<file path="src/rtl/exdiv_pkg.sv">
package exdiv_pkg;

    typedef enum logic {
        PH_IDLE = 1'b0,
        PH_RUN  = 1'b1
    } phase_e;

    function automatic int unsigned cnt_bits(input int unsigned steps);
        return (steps > 1) ? $clog2(steps) : 1;
    endfunction

endpackage

</file>
<file path="src/rtl/exdiv_lomul.sv">
module exdiv_lomul #(
    parameter int WORD_W = 32
) (
    input  logic [WORD_W-1:0] a_i,
    input  logic [WORD_W-1:0] b_i,
    output logic [WORD_W-1:0] lo_o
);
    // low word of the product only; the high half never matters here
    assign lo_o = a_i * b_i;
endmodule

</file>
<file path="src/rtl/exdiv_step.sv">
module exdiv_step #(
    parameter int WORD_W = 32,
    parameter int REM_W  = 161
) (
    input  logic [REM_W-1:0]  rem_i,
    input  logic [WORD_W-1:0] dvs_i,
    input  logic [WORD_W-1:0] inv_i,
    output logic [WORD_W-1:0] qword_o,
    output logic [REM_W-1:0]  rem_o,
    output logic              slip_o
);
    localparam int PROD_W = 2 * WORD_W;

    logic [PROD_W-1:0] prod;
    logic [REM_W-1:0]  diff;

    exdiv_lomul #(.WORD_W(WORD_W)) qmul_i (
        .a_i (rem_i[WORD_W-1:0]),
        .b_i (inv_i),
        .lo_o(qword_o)
    );

    always_comb begin
        prod   = {{WORD_W{1'b0}}, qword_o} * {{WORD_W{1'b0}}, dvs_i};
        diff   = rem_i - {{(REM_W-PROD_W){1'b0}}, prod};
        // a correct inverse always clears the low word
        slip_o = |diff[WORD_W-1:0];
        // signed shift keeps a negative residue visible for the final test
        rem_o  = {{WORD_W{diff[REM_W-1]}}, diff[REM_W-1:WORD_W]};
    end
endmodule

</file>
<file path="src/rtl/exdiv_core.sv">
module exdiv_core #(
    parameter int WORD_W    = 32,
    parameter int NUM_WORDS = 4
) (
    input  logic                        clk,
    input  logic                        rst_n,
    input  logic                        start,
    input  logic [WORD_W*NUM_WORDS-1:0] dividend,
    input  logic [WORD_W-1:0]           divisor,
    input  logic [WORD_W-1:0]           neg_inv,
    output logic                        busy,
    output logic                        done,
    output logic [WORD_W*NUM_WORDS-1:0] quotient,
    output logic                        residue_err
);
    import exdiv_pkg::*;

    localparam int N_W   = WORD_W * NUM_WORDS;
    localparam int REM_W = N_W + WORD_W + 1;
    localparam int CNT_W = cnt_bits(NUM_WORDS);
    localparam logic [CNT_W-1:0] LAST = CNT_W'(NUM_WORDS - 1);

    typedef struct packed {
        phase_e             phase;
        logic               done;
        logic [CNT_W-1:0]   cnt;
        logic [REM_W-1:0]   rem;
        logic [N_W-1:0]     quot;
        logic [WORD_W-1:0]  inv;
        logic [WORD_W-1:0]  dvs;
        logic               err;
    } state_t;

    state_t st_d, st_q;

    logic [WORD_W-1:0] qword;
    logic [REM_W-1:0]  rem_next;
    logic              slip;
    logic [N_W-1:0]    quot_shift;

    exdiv_step #(.WORD_W(WORD_W), .REM_W(REM_W)) step_i (
        .rem_i  (st_q.rem),
        .dvs_i  (st_q.dvs),
        .inv_i  (st_q.inv),
        .qword_o(qword),
        .rem_o  (rem_next),
        .slip_o (slip)
    );

    // new words enter at the top and move down, so the first word lands lowest
    if (NUM_WORDS == 1) begin : g_single
        assign quot_shift = qword;
    end else begin : g_multi
        assign quot_shift = {qword, st_q.quot[N_W-1:WORD_W]};
    end

    always_comb begin
        st_d      = st_q;
        st_d.done = 1'b0;
        if (st_q.phase == PH_IDLE) begin
            if (start) begin
                st_d.phase = PH_RUN;
                st_d.cnt   = '0;
                st_d.rem   = {{(REM_W-N_W){1'b0}}, dividend};
                st_d.quot  = '0;
                st_d.inv   = -neg_inv;
                st_d.dvs   = divisor;
                st_d.err   = 1'b0;
            end
        end else begin
            st_d.quot = quot_shift;
            st_d.rem  = rem_next;
            st_d.err  = st_q.err | slip;
            if (st_q.cnt == LAST) begin
                st_d.phase = PH_IDLE;
                st_d.done  = 1'b1;
                // anything left after the last word means n was no multiple
                st_d.err   = st_q.err | slip | (|rem_next);
            end else begin
                st_d.cnt = st_q.cnt + 1'b1;
            end
        end
    end

    always_ff @(posedge clk or negedge rst_n) begin
        if (!rst_n) begin
            st_q <= '0;
        end else begin
            st_q <= st_d;
        end
    end

    assign busy        = (st_q.phase == PH_RUN);
    assign done        = st_q.done;
    assign quotient    = st_q.quot;
    assign residue_err = st_q.err;

endmodule

</file>
<file path="config.mk">
export PLATFORM = sky130hd
export DESIGN_NAME = exdiv_core
export DESIGN_NICKNAME = d
export VERILOG_FILES = /design/src/rtl/exdiv_pkg.sv /design/src/rtl/exdiv_lomul.sv /design/src/rtl/exdiv_step.sv /design/src/rtl/exdiv_core.sv
export SDC_FILE = /design/constraint.sdc
export NUM_CORES = 2
export LEC_CHECK = 0
export BUFFER_PORTS_ARGS = -buffer_cell sky130_fd_sc_hd__buf_2
export CAP_MARGIN = 40
export CORE_AREA = 2 2 403 325
export DETAILED_ROUTE_END_ITERATION = 10
export DIE_AREA = 0 0 405 327
export PLACE_DENSITY = 0.86
export SLEW_MARGIN = 20
export SYNTH_ARGS = -nofsm -noshare
export SYNTH_HDL_FRONTEND = slang
export SYNTH_HIERARCHICAL = 1
export SYNTH_SLANG_ARGS = --single-unit
</file>
<file path="constraint.sdc">
create_clock -name clk -period 48.9 [get_ports clk]
set_input_delay 2.445 -clock clk [delete_from_list [all_inputs] [get_ports clk]]
set_output_delay 2.445 -clock clk [all_outputs]
set_load 0.01 [all_outputs]
</file>
==> results.md <==
- Sequential element share of the synthesized area: 11.7%
- RSZ-0062 raised after global routing: false
- Net count after synthesis: roughly 11000
- Ports: approximately 330
- Critical path arrival: 18.61 ns
- Starting Density: 59.7%
- Port bufs: approximately 330
- Worst-path clk slew: 0.06 ns
- Post-synthesis async set-or-reset flop share: 100%
- Clk_lat worst skew: 0.70 ns
- Wire length on met1: 96.5 mm
- Routed wire per std cell: around 23 um
- Die Width: roughly 400 um
- Slew @ Worst Pin: 1.05 ns
- Inserted Clock Buffers: 45
- Post-synth top area share: between 30 and 40%
- Worst hold slack: between 0.4 and 0.5 ns
- Height of the die: 327 um
- Area delta synth->final: 5.14%
- Fmax achieved: about 0.055 GHz
- Post_cts resized: 0
- Starting DRT DRC Count: 6810
- Largest area contributor in the netlist: fa_1
- Largest net degree at the start of global routing: roughly 210
- Max incr delay on CP: around 0.7 ns
- CTS tree: done
- Initial antenna violation count: 11
- Final TNS setup: 0 ns
- Period utilisation layout: ~37%
- Core box area: ~0.13 mm^2
- CP Launch Type: flip-flop
- Cells after Synth: ~9000
- Max-slew headroom: roughly 29%
- Crit path top cell by count: fa_1
- Number of synthesized flops with an enable pin: 0
- Syn avg cell area: about 9 um^2
- Worst Hold Class: flip-flop to flip-flop
- R2R cell count: 54
- Vias in the first global route: between 60000 and 70000
- First-pass GRT wire length: between 300 and 400 mm
- GP Congestion: around 1.0
- Ys flop type: dfrtp_1
- Sink Count: approximately 360
- Share of cells above drive strength 1: just under 7%
- Fillcell total: 10562
- Max clock buf depth: 3
- Detail Route met2 WL: 104 mm
- Top cells by area, synth: fa_1, dfrtp_1, ha_1
- Final setup fails: 0
- Synthesized cell area: 0.0768 mm^2
- Final WS setup: slightly above 30 ns
- Hold buffer count at cts: 0
- Root Driver: clkbuf_16
- Critical-path top delay cell: dfrtp_1
- HPWL Detailed: about 200 mm
- Setup Buffers After CTS: 0
- Final hold violations: 0
- Total Routing Usage GR: 36.9%
- Total die area: approximately 0.13 mm^2
- Final WL: approximately 240 mm
- Worst clock skew: roughly 0.094 ns
- Row cnt: roughly 120
- Via Count: approximately 62000
- # nets final: 10779
- Hold path cells: 2
- Clock period minus worst slack: between 15 and 20 ns
- Synth unique cells: 85
- Final Max Slew Viols: 0
- Setup crit end kind: flip-flop
- Top Metal Used: met5
- GRT overflow: 0
- Routed wl met3: between 30 and 40 mm
- Status: complete, no violations
- DRT Pass-1 Iters: 9
- WP data required: 49.45 ns
- Synth Register Bits: 358
- Vias per inst: 6.00
- Crit-path max FO: 32
- Max Cap Violations: 0
- DRC: 0
- Synth Warn #: 6
- H-Tree Depth: 2
- Post-route ant nets: 0
- Critical path class: flip-flop to flip-flop
- Setup WS pre-CTS: about 30 ns
[per-stage QoR]
| step | std cells | util (%) | instance area, um^2 |
|---|---|---|---|
| floorplan | 8741 | - | 76800 |
| global placement | 10264 | 61.0 | 78500 |
| detailed placement | 10289 | 61.4 | 78900 |
| CTS | 10373 | 62.6 | 80400 |
| global route | 10390 | 62.8 | 80700 |
| finish | 10394 | 62.8 | 80700 |
[kinds of logic after synthesis]
family	after synthesis	share of synthesized area (%)
XOR/XNOR	248	2.83
buffers and inverters	2402	12.5
multiplexers	134	1.75
adder cells (fa/ha/maj)	1972	45.7
AO/OA/AOI/OAI	1107	9.46
AND/OR/NAND/NOR	2520	16.0
flip-flops	358	11.7
[state kept, by name (all words and copies together), names as in the netlist]
name,cells
busy,1
done,1
residue_err,1
quotient,128
st_q,227
[cell type report]
cell class                      count  area [um^2]  area share [%]
Inverter                         1779         6680            8.27
Tap cell                         1740         2180            2.70
Antenna cell                        5         12.5          0.0155
Multi-Input combinational cell   5981        58400            72.4
Clock buffer                       56         1210            1.50
Sequential cell                   358         8960            11.1
Clock inverter                     28          335           0.415
Timing Repair Buffer              447         2940            3.64
[synth_stat cells, drive strengths merged, types with 10 or more instances]
cell type,n
clkbuf,447
nand4,91
or2,10
inv,1779
o31ai,18
nor3,58
or3,16
buf,176
xor2,97
fa,1391
and2,807
a21boi,17
o21ai,306
dfrtp,358
o21a,22
a211oi,23
ha,581
o211ai,18
nor2b,17
a21oi,266
a22o,162
mux2i,132
a21o,128
nand3,30
o21bai,46
nand2,1203
xnor2,151
a31oi,20
nor2,167
and4,11
nor4,56
nand2b,21
and3,16
[per-layer routing]
metal,GRT usage [%],up-vias
met5,0,-
met4,13.8,8
met3,10.4,675
met2,54.3,3862
met1,52.3,31411
li1,-,26437
[final timing paths]
check | startpoint | slack, ns | endpoint
setup / recovery | st_q[209]$_DFFE_PN0P_ | 30.83 | residue_err$_DFFE_PN0P_
hold / removal | st_q[12]$_DFFE_PN0P_ | 0.48 | st_q[12]$_DFFE_PN0P_
setup reg to reg | st_q[209]$_DFFE_PN0P_ | 30.83 | residue_err$_DFFE_PN0P_
hold reg to reg | st_q[12]$_DFFE_PN0P_ | 0.48 | st_q[12]$_DFFE_PN0P_
max in group asynchronous | rst_n | 45.26 | quotient[38]$_DFFE_PN0P_
min in group asynchronous | rst_n | 1.80 | st_q[234]$_DFFE_PN0P_
[critical path, delay by kind of cell, from the launching register on]
family	cells	cell delay [ns]
adders and majority gates	18	8.91
AOI/OAI and AO/OA	14	4.31
DFF	1	0.70
xor gates and xnor gates	1	0.27
and+or+nand+nor	10	2.69
buffers and inverters	11	0.99
[layout by cell type, fill, tap and decap left out, drive strengths merged, types with 91 or more instances in the layout]
| cell type | n |
|---|---|
| nand2 | 1203 |
| nand4 | 91 |
| fa | 1391 |
| ha | 581 |
| mux2i | 132 |
| a21o | 128 |
| inv | 1789 |
| buf | 443 |
| a22o | 162 |
| nor2 | 167 |
| a21oi | 266 |
| xor2 | 97 |
| and2 | 807 |
| dfrtp | 358 |
| xnor2 | 151 |
| o21ai | 306 |
Power is not shown: default switching activity piles up to over one toggle a cycle in this logic, so the estimate is an artifact.
